$ cat src/rtl/swr_pkg.sv
`timescale 1ns/1ps
package swr_pkg;

  typedef enum logic [1:0] {
    ST_FAULT = 2'd0,
    ST_HOLD  = 2'd1,
    ST_RUN   = 2'd2
  } swrState_t;

  // control -> datapath
  typedef struct packed {
    logic holdRun;   // hold counter may count; cleared otherwise
    logic wdRun;     // watchdog counter may count; cleared otherwise
  } swrStrobe_t;

  // datapath -> control
  typedef struct packed {
    logic tick;      // one-cycle timebase tick
    logic kick;      // falling edge seen on the chip-select line
    logic holdDone;  // last tick of the hold interval
    logic wdDue;     // watchdog period expired without a kick
  } swrStatus_t;

endpackage

$ cat src/rtl/swr_datapath.sv
`timescale 1ns/1ps
module swr_datapath
  import swr_pkg::*;
#(
  parameter int TICK_DIV       = 4,
  parameter int HOLD_TICKS     = 8,
  parameter int WD_TICKS_LONG  = 24,
  parameter int WD_TICKS_MID   = 10,
  parameter int WD_TICKS_SHORT = 4,
  localparam int WD_MAX_A = (WD_TICKS_LONG > WD_TICKS_MID) ? WD_TICKS_LONG : WD_TICKS_MID,
  localparam int WD_MAX   = (WD_MAX_A > WD_TICKS_SHORT) ? WD_MAX_A : WD_TICKS_SHORT,
  localparam int CNT_W    = $clog2(WD_MAX + 1),
  localparam int PRE_W    = (TICK_DIV > 2) ? $clog2(TICK_DIV) : 1,
  localparam int HOLD_W   = $clog2(HOLD_TICKS + 1)
) (
  input  logic             clk,
  input  logic             rstN,
  input  logic             csWdi,
  input  logic             wdEnable,
  input  logic [1:0]       wdPeriodSel,
  input  swrStrobe_t       strobe,
  output swrStatus_t       status,
  output logic [CNT_W-1:0] wdCount
);

  logic [PRE_W-1:0]  preCnt;
  logic [HOLD_W-1:0] holdCnt;
  logic [CNT_W-1:0]  wdLimit;
  logic              csPrev;
  logic              tick;
  logic              kick;
  logic              wdArmed;
  logic              holdDone;
  logic              wdDue;

  // free-running timebase prescaler
  assign tick = (preCnt == PRE_W'(TICK_DIV - 1));

  always_ff @(posedge clk or negedge rstN) begin
    if (!rstN)     preCnt <= '0;
    else if (tick) preCnt <= '0;
    else           preCnt <= preCnt + 1'b1;
  end

  // falling-edge detector on the chip-select / watchdog line
  always_ff @(posedge clk or negedge rstN) begin
    if (!rstN) csPrev <= 1'b0;
    else       csPrev <= csWdi;
  end

  assign kick = csPrev & ~csWdi;

  // period decode; code 2'b11 disarms the watchdog
  assign wdArmed = wdEnable & (wdPeriodSel != 2'b11);

  always_comb begin
    case (wdPeriodSel)
      2'b00:   wdLimit = CNT_W'(WD_TICKS_LONG);
      2'b01:   wdLimit = CNT_W'(WD_TICKS_MID);
      default: wdLimit = CNT_W'(WD_TICKS_SHORT);
    endcase
  end

  // hold interval counter
  assign holdDone = strobe.holdRun & tick & (holdCnt == HOLD_W'(HOLD_TICKS - 1));

  always_ff @(posedge clk or negedge rstN) begin
    if (!rstN)                            holdCnt <= '0;
    else if (!strobe.holdRun || holdDone) holdCnt <= '0;
    else if (tick)                        holdCnt <= holdCnt + 1'b1;
  end

  // watchdog counter; a kick in the expiry cycle suppresses the expiry
  assign wdDue = strobe.wdRun & wdArmed & tick & ~kick & (wdCount >= wdLimit - CNT_W'(1));

  always_ff @(posedge clk or negedge rstN) begin
    if (!rstN)                                           wdCount <= '0;
    else if (!strobe.wdRun || !wdArmed || kick || wdDue) wdCount <= '0;
    else if (tick)                                       wdCount <= wdCount + 1'b1;
  end

  assign status = '{tick: tick, kick: kick, holdDone: holdDone, wdDue: wdDue};

endmodule

$ cat src/rtl/swr_control.sv
`timescale 1ns/1ps
module swr_control
  import swr_pkg::*;
(
  input  logic       clk,
  input  logic       rstN,
  input  logic       supplyOk,
  input  swrStatus_t status,
  output swrStrobe_t strobe,
  output logic       resetActive
);

  swrState_t state;
  swrState_t nextState;

  always_comb begin
    nextState = state;
    case (state)
      ST_FAULT: if (supplyOk) nextState = ST_HOLD;
      ST_HOLD: begin
        if (!supplyOk)           nextState = ST_FAULT;
        else if (status.holdDone) nextState = ST_RUN;
      end
      ST_RUN: begin
        if (!supplyOk)         nextState = ST_FAULT;
        else if (status.wdDue) nextState = ST_HOLD;
      end
      default: nextState = ST_FAULT;
    endcase
  end

  always_ff @(posedge clk or negedge rstN) begin
    if (!rstN) state <= ST_FAULT;
    else       state <= nextState;
  end

  assign strobe.holdRun = (state == ST_HOLD) & supplyOk;
  assign strobe.wdRun   = (state == ST_RUN) & supplyOk;
  assign resetActive    = (state != ST_RUN);

endmodule

$ cat src/rtl/supply_watchdog_reset.sv
`timescale 1ns/1ps
module supply_watchdog_reset
  import swr_pkg::*;
#(
  parameter bit ACTIVE_HIGH    = 1'b0,
  parameter int TICK_DIV       = 4,
  parameter int HOLD_TICKS     = 8,
  parameter int WD_TICKS_LONG  = 24,
  parameter int WD_TICKS_MID   = 10,
  parameter int WD_TICKS_SHORT = 4
) (
  input  logic       clk,
  input  logic       rstN,
  input  logic       supplyOk,
  input  logic       csWdi,
  input  logic       wdEnable,
  input  logic [1:0] wdPeriodSel,
  output logic       resetOut
);

  localparam int WD_MAX_A = (WD_TICKS_LONG > WD_TICKS_MID) ? WD_TICKS_LONG : WD_TICKS_MID;
  localparam int WD_MAX   = (WD_MAX_A > WD_TICKS_SHORT) ? WD_MAX_A : WD_TICKS_SHORT;
  localparam int CNT_W    = $clog2(WD_MAX + 1);

  swrStrobe_t       strobe;
  swrStatus_t       status;
  logic [CNT_W-1:0] wdCount;
  logic             resetActive;

  swr_datapath #(
    .TICK_DIV      (TICK_DIV),
    .HOLD_TICKS    (HOLD_TICKS),
    .WD_TICKS_LONG (WD_TICKS_LONG),
    .WD_TICKS_MID  (WD_TICKS_MID),
    .WD_TICKS_SHORT(WD_TICKS_SHORT)
  ) u_dp (
    .clk        (clk),
    .rstN       (rstN),
    .csWdi      (csWdi),
    .wdEnable   (wdEnable),
    .wdPeriodSel(wdPeriodSel),
    .strobe     (strobe),
    .status     (status),
    .wdCount    (wdCount)
  );

  swr_control u_ctl (
    .clk        (clk),
    .rstN       (rstN),
    .supplyOk   (supplyOk),
    .status     (status),
    .strobe     (strobe),
    .resetActive(resetActive)
  );

  generate
    if (ACTIVE_HIGH) begin : g_active_high
      assign resetOut = resetActive;
    end else begin : g_active_low
      assign resetOut = ~resetActive;
    end
  endgenerate

endmodule

$ cat config.mk
export PLATFORM = sky130hd
export DESIGN_NAME = supply_watchdog_reset
export DESIGN_NICKNAME = d
export VERILOG_FILES = /design/src/rtl/swr_pkg.sv /design/src/rtl/swr_datapath.sv /design/src/rtl/swr_control.sv /design/src/rtl/supply_watchdog_reset.sv
export SDC_FILE = /design/constraint.sdc
export NUM_CORES = 1
export LEC_CHECK = 0
export CORE_MARGIN = 4
export CORE_UTILIZATION = 51
export CTS_BUF_LIST = sky130_fd_sc_hd__clkbuf_8
export DETAILED_ROUTE_END_ITERATION = 16
export GPL_TIMING_DRIVEN = 0
export PLACE_DENSITY = 0.86
export SYNTH_ARGS = -nofsm -noshare
export SYNTH_HDL_FRONTEND = slang
export SYNTH_SLANG_ARGS = --single-unit
$ cat constraint.sdc
create_clock -name clk -period 1.6 [get_ports clk]
set_input_delay 0.32 -clock clk [delete_from_list [all_inputs] [get_ports clk]]
set_output_delay 0.32 -clock clk [all_outputs]
set_load 0.02 [all_outputs]
# [Yosys cells after proc, flatten, opt, wreduce, memory -nomap -nowiden]
# Cells that the tools add are included.
[totals] elab_cells=57 output_inout_bits=1 ff_bits=14
[classes] n_addsub=4 eq_ne=10 bitwise_logic=13 n_reduce_logical=12 order_cmp=1 n_mux=12
[ops] op="2-bit two-way mux" count=6
[ops] op="1-bit bitwise AND" count=10
[ops] op="5-bit two-way mux" count=2
[ops] op="5-bit one-hot mux with 2 select lines" count=1
[ops] op="4-bit two-way mux" count=2
[ops] op="2-bit inequality test (second input constant)" count=3
[ops] op="3-bit inequality test (second input constant)" count=2
[ops] op="2-bit one-hot mux with 3 select lines" count=1
[ops] op="5-bit by 1-bit adder with 5-bit output (second input constant)" count=1
[ops] op="5-bit greater-or-equal comparator" count=1
[ops] op="5-bit by 1-bit subtractor with 5-bit output (second input constant)" count=1
[ops] op="4-bit by 1-bit adder with 4-bit output (second input constant)" count=1
[ops] op="2-bit by 1-bit equality test with 1-bit output (second input constant)" count=2
[ops] op="2-bit equality test (second input constant)" count=2
[ops] op="4-bit by 3-bit equality test with 1-bit output (second input constant)" count=1
[ops] op="2-bit zero test" count=2
[ops] op="1-bit logical OR" count=4
[ops] op="2-bit nonzero test" count=2
[ops] op="1-bit zero test" count=3
[ops] op="1-bit NOT" count=3
[ops] op="3-bit AND reduction" count=1
[ops] op="2-bit by 1-bit adder with 2-bit output (second input constant)" count=1

# [Longest topological paths before layout]
# Gate-level depths: netlist of the first run.
[logic_depth] ltp_word=9 ltp_mapped=7

# [Hierarchy]
# Synthesis of the first run repeated with hierarchy kept, for this count alone.
[unflattened] hier_cells=89 area_unflattened_um2=927.1
[by_module_without_submodules] module="swr_datapath" seq_area_each_um2=300.3 area_each_um2=802.0 instances=1 cells_per_inst=76
[by_module_without_submodules] module="swr_control" seq_area_each_um2=50.0 area_each_um2=121.4 instances=1 cells_per_inst=12
[by_module_without_submodules] module="supply_watchdog_reset" seq_area_each_um2=0.0 area_each_um2=3.8 instances=1 cells_per_inst=1

# [Worst setup path before layout of the first run]
# No wires, ideal clock.
[synth_path] path_type="input-to-reg" from="in wdPeriodSel[1]" to="reg u_dp.wdCount[0]" required_ns=1.520 arrival_ns=1.607 cell_stages=6 path_buffers=0 setup_slack_ns=-0.087 path_cell_list="or2_2 > ha_1 > nand3_1 > o22ai_1 > or4b_1 > a21oi_1"
[synth_via] elab_chain_cells=8
[synth_rtl] element="start: declaration" line_no="supply_watchdog_reset.sv:17" rtl="input logic [1:0] wdPeriodSel,"
[synth_rtl] element="branches (longest 6 deep; another with 5-bit by 1-bit subtractor with 5-bit output)"
[synth_rtl] element="1-bit logical OR *" line_no="swr_datapath.sv:78" rtl="else if (!strobe.wdRun || !wdArmed || kick || wdDue) wdCount <= '0;"
[synth_rtl] element="5-bit two-way mux or 2-bit nonzero test (tied branches)"
[synth_rtl] element="end signal: assignment" line_no="swr_datapath.sv:79" rtl="else if (tick) wdCount <= wdCount + 1'b1;"
[synth_rtl] element="end: declaration" line_no="swr_datapath.sv:23" rtl="output logic [CNT_W-1:0] wdCount"
# Every way passes the cells marked *.
# A chain may end at the register's enable or synchronous reset.

# [Worst setup path in the final report of the first run]
[layout_path] from="reg u_dp.wdCount[3]" to="reg u_dp.wdCount[0]"
[layout_via] elab_chain_cells=4
[layout_rtl] element="5-bit greater-or-equal comparator *" line_no="swr_datapath.sv:74" rtl="assign wdDue = strobe.wdRun & wdArmed & tick & ~kick & (wdCount >= wdLimit - CNT_W'(1));"
[layout_rtl] element="1-bit bitwise AND *" line_no="swr_datapath.sv:74"
[layout_rtl] element="1-bit logical OR *" line_no="swr_datapath.sv:78"
[layout_rtl] element="5-bit two-way mux or 2-bit nonzero test (tied branches)"
# Every way passes the cells marked *; elsewhere a longest branch is shown, timed or not.

==> results of run 1 <==
-- cells in the final DEF, fill, tap and decap left out, types with 2 or more instances in the layout --
| cell | instances |
|---|---|
| dfrtp_1 | 14 |
| nor2_1 | 5 |
| inv_1 | 5 |
| xor2_1 | 4 |
| nor3_1 | 4 |
| ha_4 | 4 |
| clkbuf_8 | 4 |
| clkdlybuf4s50_1 | 4 |
| buf_4 | 4 |
| nand4_1 | 3 |
| nand2_1 | 3 |
| ha_1 | 3 |
| or2_4 | 2 |
| nor2b_1 | 2 |
| nand3_1 | 2 |
| buf_2 | 2 |
| a21oi_2 | 2 |
| xnor2_1 | 2 |
-- through the flow --
stage | cell area (µm²) | total power, mW
floorplan | 832.0 | 0.3933
global placement | 920.9 | 0.4203
detailed placement | 920.9 | 0.4227
CTS | 993.5 | 0.7636
global route | 1025 | 0.7922
finish | 1025 | 0.7667
-- sequential cells by signal (all words and copies together) (netlist names) --
register      cells
u_dp.preCnt       2
u_dp.wdCount      5
u_dp.csPrev       1
u_ctl.state       2
u_dp.holdCnt      4
-- final cells by class --
class	instances	share of cell area [%]
inverters	6	2.198
multi-input cells	54	47.62
clock buffers	4	5.372
well taps	15	1.832
flip-flops and latches	14	34.19
repair buffers	10	8.303
plain buffers	1	0.4884
-- power breakdown --
| group | internal [mW] | total, mW | switching, mW |
|---|---|---|---|
| logic | 0.0299 | 0.0596 | 0.0297 |
| registers | 0.357 | 0.360 | 0.00276 |
| clock network | 0.218 | 0.347 | 0.129 |
-- metal layers --
| layer | GRT usage [%] | wire length (µm) |
|---|---|---|
| met1 | 22.87 | 732 |
| met5 | 0 | 0 |
| met4 | 8.287 | 27 |
| met2 | 29.54 | 737 |
| met3 | 4.598 | 65 |
-- path summary, 6_finish.rpt --
| kind | start | to | slack (ns) | cells after the start |
|---|---|---|---|---|
| max in group asynchronous | rstN | u_dp.wdCount[4]$_DFFE_PN0P_ | 0.76 | 1 |
| worst max register to register | u_dp.wdCount[3]$_DFFE_PN0P_ | u_dp.wdCount[0]$_DFFE_PN0P_ | 0.04 | 5 |
| worst max-delay path | u_dp.wdCount[3]$_DFFE_PN0P_ | u_dp.wdCount[0]$_DFFE_PN0P_ | 0.04 | 5 |
| worst min-delay path | u_dp.preCnt[0]$_DFF_PN0_ | u_dp.preCnt[0]$_DFF_PN0_ | 0.43 | 1 |
| min in group asynchronous | rstN | u_dp.wdCount[1]$_DFFE_PN0P_ | 0.45 | 1 |
| worst min register to register | u_dp.preCnt[0]$_DFF_PN0_ | u_dp.preCnt[0]$_DFF_PN0_ | 0.43 | 1 |
-- logic make-up (layout without fill, tap and decap cells) --
group                    count (synthesis)  in the layout  share of synthesized area, %
multiplexers                             1              1                         1.305
adder cells (fa/ha/maj)                  7              7                         11.42
flip-flops                              14             14                         45.68
XOR/XNOR                                 6              6                         6.851
buffers and inverters                    7             21                         3.588
AND/OR/NAND/NOR                         30             30                         21.70
AO/OA/AOI/OAI                           10             10                         9.462
-- what timing repair did --
item | in CTS | in global routing
setup endpoints to repair | 8 | 7
pin swaps | 4 | 3
endpoints found under the hold margin | 0 | 0
resized for setup | 8 | 10
buffers inserted | 2 | 1
hold buffers | 0 | 0
==> flow_summary_export.csv, run 1 <==
group,metric,value,unit
placed_design,placed_cells,97,
final_layout,fin_cells,104,
clock_network,insertion_delay,0.25,ns
sta,setup_ws,0.03964,ns
yosys,ys_ff_latch,14,
die,die_w,46.78,µm
yosys,synthTopCellsByArea,"dfrtp_1 (46%), ha_1 (11%), xor2_1 (4.6%), nor2b_1 (3.3%), inv_1 (2.9%)",
sta,fmax,640.9,MHz
yosys,synth-async-reset-ratio,100.0,%
placed_design,post-place-ws,-0.6718,ns
sta,final-setup-viol-count,0,
clock_network,cts-htree-levels,1,
sta,timing.setup.tns,0,ns
yosys,synth.distinct_cells,27,
power,ir_worst_vdd,0.6932,mV
final_layout,fillCellCount,96,
status,outcome,"completed",
sta,worst_slew_pin_slew,0.6038,ns
drt,ant_nets,0,
drt,vias,603,
drt,drc_errors,0,
clock_network,cts_made_buffers,3,
yosys,synth_flop_cell,"dfrtp_1",
critical_path,cp_data_required_time,1.78,ns
yosys,syn_avg_cell_area,10.23,µm²
sta,period_minus_slack,1.560,ns
drt,wirelength,1562,µm
final_layout,synthToLayoutAreaGrowth,33.60,%
clock_network,path_clk_slew,0.06,ns
drt,drt_pass1_iterations,4,
placed_design,dp.final_hpwl,1056,µm
drt,drtIter0Drc,5,
die,die_height,46.78,µm
critical_path,critPathKind,"reg -> reg",
critical_path,worst_setup_path_end_kind,"flop",
critical_path,cp-start-kind,"flop",
sta,hold_slack,0.4271,ns
final_layout,drive_above_1_share,31.46,%
clock_network,clock_sinks,14,
sta,drv_slew,0,
grt,gr-total-overflow,0,
placed_design,place_congestion,0.7337,
grt,track_usage,18.23,%
yosys,seq_area_frac_synth,45.68,%
yosys,syn_nets,89,
sta,rsz0062_at_grt,"yes",
final_layout,nets,104,
yosys,synth_edf_count,0,
critical_path,cp_slowest_cell,"or4b_1",
drt,wire_per_inst,15.02,µm
critical_path,worst-path-buf-inv,0,
grt,grt_antenna_before_repair,0,
clock_network,clockRootBuffer,"clkbuf_8",
placed_design,port_buffers,7,
sta,period_share,97.52,%
drt,viasPerCell,5.798,
power,power_density,748.2,nW/µm²
die,initial_core_util,56.14,%
final_layout,antenna_cells,0,
grt,grt_max_degree,15,
job,max-cap-violations,0,
critical_path,worstPathArrival,1.74,ns
die,core_area,1366,µm²
die,die-area,2188,µm²
yosys,synth_common_cells,"dfrtp_1 (14), ha_1 (7), inv_1 (6)",
die,pin_count,8,
critical_path,cpPeakStageDelay,0.49,ns
yosys,synth_warnings,0,
clock_network,cts_buffer_depth,2,
critical_path,cp_max_fo,3,
final_layout,final_util,75.00,%
yosys,synth_top_area_share,45.68,%
sta,finalHoldViolations,0,
die,row_count,13,
grt,grt_pass1_wl,2691,µm
clock_network,tritoncts,"done",
critical_path,crit_family,"simple AND/OR/NAND/NOR gates",
min_path,hold_class,"reg -> reg",
final_layout,multiInputGateArea,488.0,µm²
grt,grt_pass1_vias,590,
yosys,syn_area,767.0,µm²
sta,relSlewSlack,59.62,%
yosys,yosysTopAreaCell,"dfrtp_1",
sta,clock_skew,0.0009098,ns
final_layout,regArea,350.3,µm²
yosys,synth_most_common_cell,"dfrtp_1",
power,power.leakage,0.4470,nW
yosys,netlist_instances,75,
critical_path,worstPathCellList,"ha_4 > a21oi_4 > o22ai_2 > or4b_1 > a21oi_2",
Note: power is estimated with default switching activity, not from simulation.
==> run 2, diff against run 1 <==
--- a/config.mk
+++ b/config.mk
@@ -5,6 +5,7 @@
 export SDC_FILE = /design/constraint.sdc
 export NUM_CORES = 1
 export LEC_CHECK = 0
+export ABC_AREA = 0
 export CORE_MARGIN = 4
 export CORE_UTILIZATION = 51
 export CTS_BUF_LIST = sky130_fd_sc_hd__clkbuf_8
==> results of run 2 <==
Same layout as run 1: the final DEF is identical, and so are final timing and power.
==> run 3, diff against run 2 <==
--- a/config.mk
+++ b/config.mk
@@ -6,12 +6,16 @@
 export NUM_CORES = 1
 export LEC_CHECK = 0
 export ABC_AREA = 0
+export CELL_PAD_IN_SITES_DETAIL_PLACEMENT = 0
+export CELL_PAD_IN_SITES_GLOBAL_PLACEMENT = 2
 export CORE_MARGIN = 4
-export CORE_UTILIZATION = 51
+export CORE_UTILIZATION = 33
 export CTS_BUF_LIST = sky130_fd_sc_hd__clkbuf_8
 export DETAILED_ROUTE_END_ITERATION = 16
 export GPL_TIMING_DRIVEN = 0
 export PLACE_DENSITY = 0.86
+export RECOVER_POWER = 50
+export SLEW_MARGIN = 30
 export SYNTH_ARGS = -nofsm -noshare
 export SYNTH_HDL_FRONTEND = slang
 export SYNTH_SLANG_ARGS = --single-unit
==> run 3 against run 2 <==
The flow now finishes with violations (negative setup slack). Global-route usage fell by 8.8 points. Clock-buffer cell count did not move. Register-to-register slack got worse by 0.04 ns. Routed wire length shrank 12%. Power shrank 2.7%. Sequential power about the same. Clock skew hardly changed. Largest power group unchanged. Highest routed layer is now met3.
==> flow_summary_export.csv, run 3 (same netlist as run 1, synthesis figures left out) <==
group,metric,value,unit
grt,grt_pass1_wl,2421,µm
drt,drc_errors,0,
status,violations,"negative setup slack",
critical_path,timing.rr.end,"u_dp.wdCount[0]$_DFFE_PN0P_",
die,pin_count,8,
die,die_height,56.21,µm
sta,rsz0062_at_grt,"yes",
sta,clock_skew,0.001130,ns
sta,drv_slew,0,
grt,gr-total-overflow,0,
die,core_area,2212,µm²
critical_path,cp-start-kind,"primary input",
sta,fmax,606.3,MHz
clock_network,cts-htree-levels,1,
critical_path,cpPeakStageDelay,0.47,ns
critical_path,cp_data_required_time,1.76,ns
final_layout,nets,102,
drt,wire_per_inst,11.97,µm
final_layout,largest_reg_flops,5,
critical_path,cp_max_fo,4,
power,ir_worst_vdd,0.5807,mV
die,row_count,17,
clock_network,insertion_delay,0.24,ns
clock_network,cts_made_buffers,3,
critical_path,worst_setup_path_end_kind,"flop",
die,die-area,3160,µm²
grt,grt_max_degree,15,
critical_path,cp_slowest_cell,"or4b_1",
sta,timing.setup.tns,-0.04933,ns
drt,vias,559,
final_layout,final_common_cell,"dfrtp_1",
critical_path,worst-path-buf-inv,1,
die,initial_core_util,34.67,%
min_path,hold_class,"reg -> reg",
clock_network,cts_buffer_depth,2,
clock_network,clock_sinks,14,
drt,drtIter0Drc,10,
final_layout,most-common-layout-cells,"dfrtp_1 (14), nor2_1 (5), inv_1 (5)",
critical_path,ff2ff_setup_slack,0,ns
sta,period_share,103.1,%
clock_network,path_clk_slew,0.06,ns
status,outcome,"finished with violations",
grt,grt_pass1_vias,538,
drt,drt_pass1_iterations,4,
placed_design,dp.final_hpwl,1095,µm
grt,track_usage,9.400,%
final_layout,drive_above_1_share,26.44,%
final_layout,regMostFlops,"u_dp.wdCount",
sta,finalHoldViolations,0,
critical_path,reg2reg_from,"u_dp.wdCount[3]$_DFFE_PN0P_",
sta,worst_slew_pin_slew,0.6378,ns
clock_network,clockRootBuffer,"clkbuf_8",
final_layout,multiInputGateArea,461.7,µm²
critical_path,worstPathCellList,"clkdlybuf4s15_2 > nor2b_4 > ha_1 > a21oi_2 > o22ai_2 > or4b_1 > a21oi_1",
critical_path,cp-endpoint,"u_dp.wdCount[0]$_DFFE_PN0P_",
drt,wirelength,1376,µm
placed_design,place_congestion,0.7367,
critical_path,worstPathArrival,1.81,ns
placed_design,port_buffers,7,
die,die_w,56.21,µm
clock_network,tritoncts,"done",
final_layout,fillCellCount,222,
critical_path,crit_start,"wdPeriodSel[0]",
critical_path,crit_family,"simple AND/OR/NAND/NOR gates",
sta,setup_ws,-0.04933,ns
critical_path,reg2regPathDepth,5,
sta,final-setup-viol-count,1,
power,power_density,739.6,nW/µm²
grt,grt_antenna_before_repair,0,
final_layout,antenna_cells,0,
drt,ant_nets,0,
sta,hold_slack,0.4328,ns
final_layout,largestRegisters,"u_dp.wdCount: 5 flops, u_dp.holdCnt: 4 flops",
sta,period_minus_slack,1.649,ns
sta,relSlewSlack,57.34,%
job,max-cap-violations,0,
critical_path,critPathKind,"in -> reg",
power,power.leakage,0.4436,nW
drt,viasPerCell,4.861,
critical_path,cp_num_cells,7,
final_layout,synthToLayoutAreaGrowth,31.48,%
final_layout,regArea,350.3,µm²
run 3: cell count changes in the layout (fill, tap and decap cells not counted):
cell             previous run  this run
a21oi_4                     1         0
ha_1                        3         4
nor2b_1                     2         3
clkdlybuf4s15_1             1         0
clkdlybuf4s15_2             0         2
dlygate4sd3_1               0         2
a21oi_1                     1         2
clkdlybuf4s50_1             4         2
dlygate4sd2_1               0         1
buf_4                       4         1
nor2b_2                     1         0
ha_4                        4         3
buf_2                       2         1
run 3: final cells by class:
type,instances,area share [%]
plain buffers,1,0.4963
multi-input cells,54,45.78
repair buffers,8,7.816
flip-flops and latches,14,34.74
inverters,6,2.233
clock buffers,4,5.459
well taps,28,3.474
run 3: worst min-delay path by stage:
stage,startpoint,depth (start not counted),end,slack (ns)
2_1_floorplan,rstN,0,u_ctl.state[0]$_DFFE_PN0P_,0.02
3_3_place_gp,u_dp.preCnt[0]$_DFF_PN0_,1,u_dp.preCnt[0]$_DFF_PN0_,0.41
3_5_place_dp,u_dp.preCnt[0]$_DFF_PN0_,1,u_dp.preCnt[0]$_DFF_PN0_,0.43
4_1_cts,u_dp.preCnt[0]$_DFF_PN0_,1,u_dp.preCnt[0]$_DFF_PN0_,0.44
5_1_grt,u_dp.preCnt[0]$_DFF_PN0_,1,u_dp.preCnt[0]$_DFF_PN0_,0.45
6_report,u_dp.preCnt[0]$_DFF_PN0_,1,u_dp.preCnt[0]$_DFF_PN0_,0.43
run 3: per-layer routing:
layer | up-vias | part of all wire [%] | global-route usage [%]
li1 | 285 | - | -
met1 | 268 | 50 | 12.93
met2 | 6 | 47 | 15.36
met3 | 0 | 2.8 | 2.320
met4 | 0 | 0 | 1.017
met5 | - | 0 | 0
run 3: where the power goes:
part | switching [mW] | internal (mW) | leakage [nW]
clock | 0.112 | 0.217 | 0.0288
combinational | 0.0280 | 0.0288 | 0.228
sequential | 0.00230 | 0.358 | 0.187
total | 0.142 | 0.604 | 0.444
run 3: metrics by stage:
stage                     cells  instance area, µm²  util, %  power (mW)  setup slack (ns)
after global routing        115                1008    45.59      0.7875          -0.08991
after floorplan              75               832.0        -      0.3933          -0.03238
after global placement      110               937.1    42.36      0.4216           -0.6610
after detailed placement    110               937.1    42.36      0.4231           -0.6797
final                       115                1008    45.59      0.7459          -0.04933
after CTS                   114               994.7    44.97      0.7581          -0.09482
run 3: repair_timing:
item	4_1_cts	5_1_grt
endpoints found under the setup margin	8	7
buffers inserted	0	1
pin swaps	3	3
gates resized for setup	8	2
hold buffers	0	0
